File: src/rtl/bias_seq_pkg.sv
package bias_seq_pkg;

   typedef enum logic [2:0] {
      ST_OFF       = 3'd0,
      ST_START_POS = 3'd1,
      ST_START_NEG = 3'd2,
      ST_REGULATE  = 3'd3,
      ST_DISCHARGE = 3'd4,
      ST_HIZ       = 3'd5,
      ST_LATCHED   = 3'd6
   } seq_state_t;

   typedef enum logic [1:0] {
      CAUSE_NONE    = 2'd0,
      CAUSE_SHORT   = 2'd1,
      CAUSE_THERMAL = 2'd2,
      CAUSE_UV      = 2'd3
   } fault_cause_t;

   localparam int NUM_STATES = 7;

endpackage

File: src/rtl/bias_sync.sv
module bias_sync #(
   parameter int W      = 1,
   parameter int STAGES = 2
) (
   input  logic         clk,
   input  logic         rst_n,
   input  logic [W-1:0] d,
   output logic [W-1:0] q
);

   logic [STAGES-1:0][W-1:0] chain_q;

   always_ff @(posedge clk or negedge rst_n) begin
      if (!rst_n) begin
         chain_q <= '0;
      end else begin
         chain_q[0] <= d;
         for (int s = 1; s < STAGES; s++) begin
            chain_q[s] <= chain_q[s-1];
         end
      end
   end

   assign q = chain_q[STAGES-1];

endmodule

File: src/rtl/bias_fault_qual.sv
module bias_fault_qual #(
   parameter int SCP_CYC = 1000
) (
   input  logic clk,
   input  logic rst_n,
   input  logic qual_en,
   input  logic short_s,
   input  logic ot_s,
   input  logic ot_clr_s,
   output logic short_trip,
   output logic ot_hold
);

   localparam int SCP_W = $clog2(SCP_CYC + 1);
   localparam logic [SCP_W-1:0] SCP_LAST = SCP_W'(SCP_CYC - 1);

   logic [SCP_W-1:0] scp_cnt;

   // consecutive-cycle qualifier: any low cycle or inactive state restarts it
   always_ff @(posedge clk or negedge rst_n) begin
      if (!rst_n) begin
         scp_cnt <= '0;
      end else if (!qual_en || !short_s) begin
         scp_cnt <= '0;
      end else if (scp_cnt != SCP_LAST) begin
         scp_cnt <= scp_cnt + 1'b1;
      end
   end

   assign short_trip = qual_en && short_s && (scp_cnt == SCP_LAST);

   // thermal hold: set by the hot flag, released only by the cleared flag
   always_ff @(posedge clk or negedge rst_n) begin
      if (!rst_n) begin
         ot_hold <= 1'b0;
      end else if (ot_s) begin
         ot_hold <= 1'b1;
      end else if (ot_clr_s) begin
         ot_hold <= 1'b0;
      end
   end

endmodule

File: src/rtl/bias_seq_fsm.sv
module bias_seq_fsm
   import bias_seq_pkg::*;
#(
   parameter int POS_UP_CYC  = 1600,
   parameter int POS_TMO_CYC = 3000,
   parameter int NEG_TMO_CYC = 2000,
   parameter int DIS_CYC     = 20000
) (
   input  logic         clk,
   input  logic         rst_n,
   input  logic         rail_en,
   input  logic         dis_opt,
   input  logic         uv_s,
   input  logic         ot_hold,
   input  logic         short_trip,
   input  logic         pos_good_s,
   input  logic         neg_good_s,
   output seq_state_t   state,
   output fault_cause_t cause,
   output logic         qual_en
);

   localparam int MAX_A   = (POS_TMO_CYC > NEG_TMO_CYC) ? POS_TMO_CYC : NEG_TMO_CYC;
   localparam int TMR_MAX = (MAX_A > DIS_CYC) ? MAX_A : DIS_CYC;
   localparam int TMR_W   = $clog2(TMR_MAX + 1);
   localparam logic [TMR_W-1:0] TMR_LAST = TMR_W'(TMR_MAX);
   localparam logic [TMR_W-1:0] POS_UP_L = TMR_W'(POS_UP_CYC - 1);
   localparam logic [TMR_W-1:0] POS_TO_L = TMR_W'(POS_TMO_CYC - 1);
   localparam logic [TMR_W-1:0] NEG_TO_L = TMR_W'(NEG_TMO_CYC - 1);
   localparam logic [TMR_W-1:0] DIS_L    = TMR_W'(DIS_CYC - 1);

   seq_state_t   state_nxt;
   fault_cause_t cause_nxt, new_cause;
   logic         latch_q, latch_nxt;
   logic [TMR_W-1:0] tmr;
   logic         pos_adv, tmo, fault_hit;

   assign qual_en  = (state == ST_START_POS) || (state == ST_START_NEG) ||
                     (state == ST_REGULATE);
   assign pos_adv  = pos_good_s && (tmr >= POS_UP_L);
   assign tmo      = ((state == ST_START_POS) && !pos_adv && (tmr == POS_TO_L)) ||
                     ((state == ST_START_NEG) && !neg_good_s && (tmr == NEG_TO_L));
   assign fault_hit = qual_en && (uv_s || ot_hold || short_trip || tmo);
   assign new_cause = uv_s ? CAUSE_UV : (ot_hold ? CAUSE_THERMAL : CAUSE_SHORT);

   always_comb begin
      state_nxt = state;
      cause_nxt = cause;
      latch_nxt = latch_q;
      case (state)
         ST_OFF, ST_HIZ:
            if (rail_en && !uv_s && !ot_hold) state_nxt = ST_START_POS;
         ST_START_POS:
            if (pos_adv) state_nxt = ST_START_NEG;
         ST_START_NEG:
            if (neg_good_s) state_nxt = ST_REGULATE;
         ST_REGULATE: ;
         ST_DISCHARGE:
            if (tmr == DIS_L) state_nxt = latch_q ? ST_LATCHED : ST_HIZ;
         ST_LATCHED:
            if (!rail_en) state_nxt = ST_HIZ;
         default:
            state_nxt = ST_OFF;
      endcase
      if (qual_en && (fault_hit || !rail_en)) begin
         if (fault_hit) begin
            cause_nxt = new_cause;
            latch_nxt = (new_cause == CAUSE_SHORT);
         end else begin
            latch_nxt = 1'b0;
         end
         if (dis_opt)        state_nxt = ST_DISCHARGE;
         else if (latch_nxt) state_nxt = ST_LATCHED;
         else                state_nxt = ST_HIZ;
      end
      if ((state_nxt == ST_REGULATE) && (state != ST_REGULATE)) cause_nxt = CAUSE_NONE;
   end

   always_ff @(posedge clk or negedge rst_n) begin
      if (!rst_n) begin
         state   <= ST_OFF;
         cause   <= CAUSE_NONE;
         latch_q <= 1'b0;
         tmr     <= '0;
      end else begin
         state   <= state_nxt;
         cause   <= cause_nxt;
         latch_q <= latch_nxt;
         if (state_nxt != state)  tmr <= '0;
         else if (tmr != TMR_LAST) tmr <= tmr + 1'b1;
      end
   end

endmodule

File: src/rtl/bias_seq_ctrl.sv
module bias_seq_ctrl
   import bias_seq_pkg::*;
#(
   parameter int SYNC_STAGES = 2,
   parameter int SCP_CYC     = 1000,
   parameter int POS_UP_CYC  = 1600,
   parameter int POS_TMO_CYC = 3000,
   parameter int NEG_TMO_CYC = 2000,
   parameter int DIS_CYC     = 20000
) (
   input  logic                  clk,
   input  logic                  rst_n,
   input  logic                  rail_en,
   input  logic                  dis_opt,
   input  logic                  uv_flag,
   input  logic                  ot_flag,
   input  logic                  ot_clr_flag,
   input  logic                  short_flag,
   input  logic                  pos_good,
   input  logic                  neg_good,
   output logic                  pos_reg_en,
   output logic                  neg_reg_en,
   output logic                  dis_en,
   output logic                  out_hiz,
   output logic [NUM_STATES-1:0] state_oh,
   output logic [1:0]            fault_cause
);

   localparam int NFLAG = 6;

   if (SYNC_STAGES < 2) begin : g_bad_sync
      $error("SYNC_STAGES must be at least 2");
   end
   if (SCP_CYC < 1 || DIS_CYC < 1 || POS_UP_CYC < 1) begin : g_bad_cnt
      $error("cycle counts must be at least 1");
   end
   if (POS_UP_CYC >= POS_TMO_CYC) begin : g_bad_pos
      $error("POS_UP_CYC must be below POS_TMO_CYC");
   end
   if (NEG_TMO_CYC < 1) begin : g_bad_neg
      $error("NEG_TMO_CYC must be at least 1");
   end

   logic [NFLAG-1:0] flag_raw, flag_s;
   logic             short_trip, ot_hold, qual_en;
   seq_state_t       state;
   fault_cause_t     cause;

   assign flag_raw = {neg_good, pos_good, short_flag, ot_clr_flag, ot_flag, uv_flag};

   bias_sync #(.W(NFLAG), .STAGES(SYNC_STAGES)) u_sync (
      .clk(clk), .rst_n(rst_n), .d(flag_raw), .q(flag_s)
   );

   bias_fault_qual #(.SCP_CYC(SCP_CYC)) u_qual (
      .clk(clk), .rst_n(rst_n), .qual_en(qual_en),
      .short_s(flag_s[3]), .ot_s(flag_s[1]), .ot_clr_s(flag_s[2]),
      .short_trip(short_trip), .ot_hold(ot_hold)
   );

   bias_seq_fsm #(
      .POS_UP_CYC(POS_UP_CYC), .POS_TMO_CYC(POS_TMO_CYC),
      .NEG_TMO_CYC(NEG_TMO_CYC), .DIS_CYC(DIS_CYC)
   ) u_fsm (
      .clk(clk), .rst_n(rst_n), .rail_en(rail_en), .dis_opt(dis_opt),
      .uv_s(flag_s[0]), .ot_hold(ot_hold), .short_trip(short_trip),
      .pos_good_s(flag_s[4]), .neg_good_s(flag_s[5]),
      .state(state), .cause(cause), .qual_en(qual_en)
   );

   always_comb begin
      state_oh = '0;
      state_oh[int'(state)] = 1'b1;
   end

   assign pos_reg_en  = state_oh[ST_START_POS] | state_oh[ST_START_NEG] | state_oh[ST_REGULATE];
   assign neg_reg_en  = state_oh[ST_START_NEG] | state_oh[ST_REGULATE];
   assign dis_en      = state_oh[ST_DISCHARGE];
   assign out_hiz     = state_oh[ST_OFF] | state_oh[ST_HIZ] | state_oh[ST_LATCHED];
   assign fault_cause = cause;

endmodule

File: config.mk
export PLATFORM = sky130hd
export DESIGN_NAME = bias_seq_ctrl
export DESIGN_NICKNAME = d
export VERILOG_FILES = /design/src/rtl/bias_seq_pkg.sv /design/src/rtl/bias_sync.sv /design/src/rtl/bias_fault_qual.sv /design/src/rtl/bias_seq_fsm.sv /design/src/rtl/bias_seq_ctrl.sv
export SDC_FILE = /design/constraint.sdc
export NUM_CORES = 1
export LEC_CHECK = 0
export BUFFER_PORTS_ARGS = -buffer_cell sky130_fd_sc_hd__buf_4
export CAP_MARGIN = 30
export CORE_MARGIN = 3
export CORE_UTILIZATION = 40
export DETAILED_ROUTE_END_ITERATION = 10
export MAX_ROUTING_LAYER = met4
export PLACE_DENSITY = 0.63
export SLEW_MARGIN = 40
export SYNTH_ARGS = -nofsm -noshare
export SYNTH_HDL_FRONTEND = slang
export SYNTH_SLANG_ARGS = --single-unit
File: constraint.sdc
create_clock -name clk -period 5.7 [get_ports clk]
set_input_delay 0.285 -clock clk [delete_from_list [all_inputs] [get_ports clk]]
set_output_delay 0.285 -clock clk [all_outputs]
set_load 0.005 [all_outputs]
# Word-level counts from Yosys, hierarchy flattened
# Index checks and enable logic that the tools add are counted.
dict set report totals {
  regBits 44
  in_bits 10
  output_inout_bits 13
  word_cells 95
}
dict set report classes {
  n_addsub 2
  n_lt_le_gt_ge 3
  n_eq_ne 16
  n_mux 25
  bitwise 5
  n_reduce_logical 36
}
# cell count
set ops {}
lappend ops {{2-to-1 mux 15 bit} 2}
lappend ops {{2-to-1 mux 3 bit} 7}
lappend ops {{2-to-1 mux 10 bit} 2}
lappend ops {{one-hot mux 3 bit (6 select lines)} 1}
lappend ops {{adder 15 x 1 -> 15 bit, second input constant} 1}
lappend ops {{equality test 15 x 11 -> 1 bit, second input constant} 1}
lappend ops {{equality test 15 x 12 -> 1 bit, second input constant} 1}
lappend ops {{equality test 15 bit, second input constant} 1}
lappend ops {{>= comparator 15 x 11 -> 1 bit, second input constant} 1}
lappend ops {{!= test 15 bit, second input constant} 1}
lappend ops {{2-to-1 mux 2 bit} 7}
lappend ops {{logical AND 1 bit} 13}
lappend ops {{adder 10 x 1 -> 10 bit, second input constant} 1}
lappend ops {{equality test 10 bit, second input constant} 1}
lappend ops {{!= test 10 bit, second input constant} 1}
lappend ops {{nonzero test 2 bit} 5}
lappend ops {{equality test 3 x 2 -> 1 bit, second input constant} 3}
lappend ops {{equality test 3 bit, second input constant} 3}
lappend ops {{logical OR 1 bit} 8}
lappend ops {{zero test 1 bit} 7}
lappend ops {{2-to-1 mux 1 bit} 5}
lappend ops {{OR 1 bit} 5}
lappend ops {{less-than comparator 3 x 4 -> 1 bit, second input constant} 1}
lappend ops {{demux 1 bit (select 3 bit)} 1}
lappend ops {{8 further kinds} 8}

# Depth between registers and ports, before layout
dict set report logic_depth {
  word_depth 18
  mapped_depth 10
  mapped_depth_nobuf 9
}

# Hierarchy
# Synthesis repeated with hierarchy kept, for this count alone.
dict set report hier_totals {
  hier_cells 254
  area_unflattened_um2 2637.5
}
# mod instances cells_per_inst area_per_inst_um2 seq_area_each_um2
set by_module_without_submodules {}
lappend by_module_without_submodules {bias_seq_fsm 1 164 1637.8 525.5}
lappend by_module_without_submodules {bias_fault_qual 1 59 563.0 275.3}
lappend by_module_without_submodules {bias_sync 1 18 345.3 300.3}
lappend by_module_without_submodules {bias_seq_ctrl 1 13 91.3 0.0}

# Worst setup path after synthesis
# No wires, ideal clock.
dict set report synth_path {
  path_kind {flip-flop to flip-flop}
  startpoint {reg u_fsm.tmr[11]}
  endpoint {reg u_fsm.tmr[10]}
  setup_time_ns 0.070
  arrival_ns 2.688
  required_ns 5.630
  path_slack_ns 2.941
  stages_incl_launch_ff 10
  path_buffers 1
  synth_period_minus_slack_ns 2.759
  path_cell_list {dfrtp_1 -> or4_4 -> a2111o_1 -> nand3b_4 -> nand3_2 -> o21ai_4 -> a211o_1 -> mux2_4 -> buf_8 -> nor2_4}
}
dict set report synth_between {
  elab_chain_cells 15
  word_cells_on_any_way 26
  cone_classes {order compare (1); eq/ne (5); mux (9); reduce/logical (11)}
}
# element line_no
set synth_lines {}
lappend synth_lines {{from (decl)} bias_seq_fsm.sv:35} ;# logic [TMR_W-1:0] tmr;
lappend synth_lines {{from (signal assigned)} bias_seq_fsm.sv:90} ;# else if (tmr != TMR_LAST) tmr <= tmr + 1'b1;
lappend synth_lines {{>= comparator 15 x 11 -> 1 bit} bias_seq_fsm.sv:40} ;# assign pos_adv = pos_good_s && (tmr >= POS_UP_L);
lappend synth_lines {{logical AND 1 bit} bias_seq_fsm.sv:40}
lappend synth_lines {{zero test 1 bit} bias_seq_fsm.sv:41} ;# assign tmo = ((state == ST_START_POS) && !pos_adv && (tmr == POS_TO_L)) ||
lappend synth_lines {{logical AND 1 bit (2 in series)} bias_seq_fsm.sv:41}
lappend synth_lines {{logical OR 1 bit} bias_seq_fsm.sv:41}
lappend synth_lines {{logical OR 1 bit} bias_seq_fsm.sv:43} ;# assign fault_hit = qual_en && (uv_s || ot_hold || short_trip || tmo);
lappend synth_lines {{logical AND 1 bit} bias_seq_fsm.sv:43}
lappend synth_lines {{2-to-1 mux 1 bit} bias_seq_fsm.sv:66} ;# if (fault_hit) begin
lappend synth_lines {{2-to-1 mux 1 bit} bias_seq_fsm.sv:65} ;# if (qual_en && (fault_hit || !rail_en)) begin
lappend synth_lines {{2-to-1 mux 2 bit} bias_seq_fsm.sv:73} ;# else if (latch_nxt) state_nxt = ST_LATCHED;
lappend synth_lines {{2-to-1 mux 3 bit} bias_seq_fsm.sv:72} ;# if (dis_opt) state_nxt = ST_DISCHARGE;
lappend synth_lines {{2-to-1 mux 3 bit (*)} bias_seq_fsm.sv:65}
lappend synth_lines {{via u_fsm.state_nxt[0]} bias_seq_fsm.sv:32} ;# seq_state_t state_nxt;
lappend synth_lines {{!= test 3 bit (*)} bias_seq_fsm.sv:89} ;# if (state_nxt != state) tmr <= '0;
lappend synth_lines {{2-to-1 mux 15 bit or nonzero test 2 bit (tied branches)} --}
# Mark *: on every way through the listed nets, which the timed path passes. The rest lies on a longest branch. The select of a mux whose other input is x is not followed.
# A chain may end at the register's enable or synchronous reset.

# Worst setup path after layout
dict set report layout_path {
  startpoint {reg u_fsm.tmr[11]}
  endpoint {reg u_fsm.tmr[1]}
}
# The elaborated chain is that of the path after synthesis.

==> results.py <==
metrics = {
    "cts": {
        "tritoncts": "built",
        "cts_repair_resize_count": 0,
        "clockBufferDepth": 2,
        "root_buffer": "clkbuf_8",
        "cts_buffers": 5,
        "cts-htree-levels": 2,
        "clk_latency_ns": 0.30,
        "clk_pin_slew_ns": 0.09,
        "cts.sinks": 44,
    },
    "synthesis": {
        "yosysSeqAreaShare": 0.456,
        "synthFlopType": "dfrtp_1",
        "syn_nets": 264,
        "netlist-cell-type-count": 50,
        "async_reset_ff_frac": 1.00,
        "yosys_register_bits": 44,
        "yosys_warnings": 0,
        "synth_edf_count": 0,
        "syn_area_um2": 2410,
        "postSynthAreaPerCell_um2": 9.62,
        "synthCells": 251,
    },
    "grt": {
        "grt_pass1_wl_mm": 8.54,
        "grt-ovfl-total": 0,
        "grt_max_degree": 45,
        "antenna_found_initial": 0,
        "first_global_vias": 1759,
        "track_usage": 0.152,
    },
    "placed_design": {
        "place_congestion": 0.844,
        "dpl_cell_area_um2": 2620,
        "dp_hpwl_mm": 3.50,
        "portBuffers": 22,
    },
    "setup_path": {
        "crit_fanout": 18,
        "cp-end-kind": "register",
        "crit_required_ns": 5.93,
        "path_class": "register to register",
        "crit_path_start_kind": "register",
        "arrival_ns": 3.28,
    },
    "pwr": {
        "powerDensity_nw_per_um2": 319,
        "leakage_nw": 1.21,
        "peakVddDrop_mv": 0.192,
    },
    "routing": {
        "vias": 1850,
        "viasPerCell": 5.36,
        "drc": 0,
        "firstDrtPassIters": 4,
        "wl_per_cell_um": 14.3,
        "ant_nets": 0,
        "first_iter_violations": 100,
        "totalWireLength_mm": 4.95,
    },
    "timing": {
        "fmax_ghz": 0.328,
        "finClkSkew_ns": 0.00899,
        "worst_slew_margin_rel": 0.472,
        "timing.final.crit_period_ns": 3.05,
        "worstMarginPinSlew_ns": 0.785,
        "grt_setup_unrepaired": "no",
        "hold_violations": 0,
        "slew_viol_final": 0,
        "finalSetupViolCount": 0,
        "fin_setup_tns_ns": 0,
        "timing.final.crit_share": 0.536,
    },
    "floorplanning": {
        "core_area_um2": 5680,
        "io_pins": 23,
        "dieArea_um2": 7000,
        "start_util": 0.425,
        "fp-row-count": 27,
        "die-height_um": 83.7,
        "die_width_um": 83.7,
    },
    "final_layout": {
        "fill_cells": 553,
        "area_growth_pct": 14.2,
        "layout-drive-gt1-share": 0.176,
        "finish.net_count": 285,
        "diodes": 0,
        "postLayoutCellArea_um2": 2760,
    },
    "worst_hold_path": {
        "hp-class": "input port to register",
    },
    "flow_run": {
        "maxCapViolCount": 0,
    },
    "outcome": {
        "status": "finished, final reports clean",
    },
}
==> cells by family (layout without fill, tap and decap cells) <==
family          Yosys count  after routing  share of synthesized area
mux                       5              5                     0.0233
compound gates           28             28                     0.0819
xor+xnor                 20             20                     0.0726
fa+ha+maj                 4              4                     0.0197
buf+inv                  17             39                     0.0327
flops                    44             44                      0.456
simple gates            133            133                      0.314
==> cells in the final DEF (no fill, tap or decap), types with 2 or more instances in the layout <==
cell	n
dfrtp_1	44
nor2_1	34
nand3_1	26
buf_4	22
nand2_1	15
nor3_1	12
xor2_1	10
xnor2_1	10
nor2_4	10
inv_1	8
nand4_1	8
nand2b_1	6
clkbuf_8	6
and3_1	5
o21ai_1	4
o21ai_0	4
a21oi_1	3
mux2i_1	3
ha_1	3
or3_1	2
nor3b_1	2
o211ai_1	2
a31oi_1	2
and2_1	2
a21o_1	2
==> critical path, stage by stage, from the launching register on <==
cell	delay (ns)
dfrtp_1	0.45
or4_4	0.58
a2111o_1	0.44
nand3b_4	0.18
nand3_2	0.14
o21ai_4	0.16
a211o_1	0.39
mux2_4	0.48
nor2_1	0.16
==> cell usage after synthesis, types with 2 or more instances <==
library cell   n  share of area
dfrtp_1       44           0.46
nor2_1        34          0.053
nand3_1       26          0.054
nand2_1       15          0.023
nor3_1        12          0.025
nor2_4        10          0.047
xnor2_1       10          0.036
xor2_1        10          0.036
inv_1          8          0.012
nand4_1        8          0.021
clkbuf_1       7          0.011
nand2b_1       6          0.016
and3_1         5          0.013
o21ai_1        5          0.010
o21ai_0        4         0.0083
a21oi_1        3         0.0062
ha_1           3          0.016
mux2i_1        3          0.012
a21o_1         2         0.0062
a31oi_1        2         0.0052
and2_1         2         0.0052
nor3b_1        2         0.0062
o211ai_1       2         0.0062
or3_1          2         0.0052
==> routing by layer <==
metal / GRT usage / wire length (um) / vias to the layer above
li1: - / - / 919
met1: 0.208 / 2410 / 875
met2: 0.222 / 2130 / 47
met3: 0.0385 / 338 / 9
met4: 0.0482 / 69 / 0
met5: - / 0 / -
==> path summary, 6_finish.rpt <==
path,from,slack (ns),to,cells past startpoint
min,ot_clr_flag,0.09,u_sync.chain_q[2],1
max reg2reg,u_fsm.tmr[11],2.65,u_fsm.tmr[1],8
max in group asynchronous,rst_n,4.81,u_fsm.tmr[7],2
max,u_fsm.tmr[11],2.65,u_fsm.tmr[1],8
min reg2reg,u_sync.chain_q[2],0.35,u_sync.q[2],0
min in group asynchronous,rst_n,0.51,u_fsm.state[2],2
==> area by class of cell <==
| cell class | instances | area (um^2) | share of cell area |
|---|---|---|---|
| clock buffers | 6 | 82.6 | 0.0300 |
| clock inverters | 2 | 38.8 | 0.0141 |
| inverters | 8 | 30.0 | 0.0109 |
| multi-input cells | 190 | 1240 | 0.449 |
| flip-flops and latches | 44 | 1100 | 0.400 |
| well taps | 72 | 90.1 | 0.0327 |
| repair buffers | 23 | 175 | 0.0636 |
==> through the flow <==
| step | power (mW) | instances | util | setup WS, ns | hold WS (ns) |
|---|---|---|---|---|---|
| finish | 0.879 | 345 | 0.485 | 2.65 | 0.0898 |
| global route | 0.929 | 345 | 0.485 | 2.47 | 0.0706 |
| CTS | 0.890 | 345 | 0.485 | 2.64 | 0.0813 |
| detailed placement | 0.631 | 336 | 0.462 | 2.69 | 0.317 |
| global placement | 0.630 | 336 | 0.462 | 2.77 | 0.314 |
| floorplan | 0.564 | 251 | - | 2.94 | -0.0106 |
==> flip-flops by register name, summed over array words and instances (netlist names) <==
| register | flops |
|---|---|
| u_sync.q | 6 |
| u_fsm.latch_q | 1 |
| u_qual.ot_hold | 1 |
| u_fsm.cause | 2 |
| u_fsm.state | 3 |
| u_sync.chain_q | 6 |
| u_fsm.tmr | 15 |
| u_qual.scp_cnt | 10 |
==> what timing repair did <==
item,4_1_cts,5_1_grt
hold buffers,1,0
setup buffers,0,0
endpoints found under the hold margin,38,0
==> where the power goes <==
| group | total, mW | switching, mW | internal, mW |
|---|---|---|---|
| Combinational | 0.251 | 0.148 | 0.103 |
| Sequential | 0.373 | 0.0355 | 0.337 |
| Clock | 0.255 | 0.111 | 0.143 |
(Power assumes the default switching activity.)
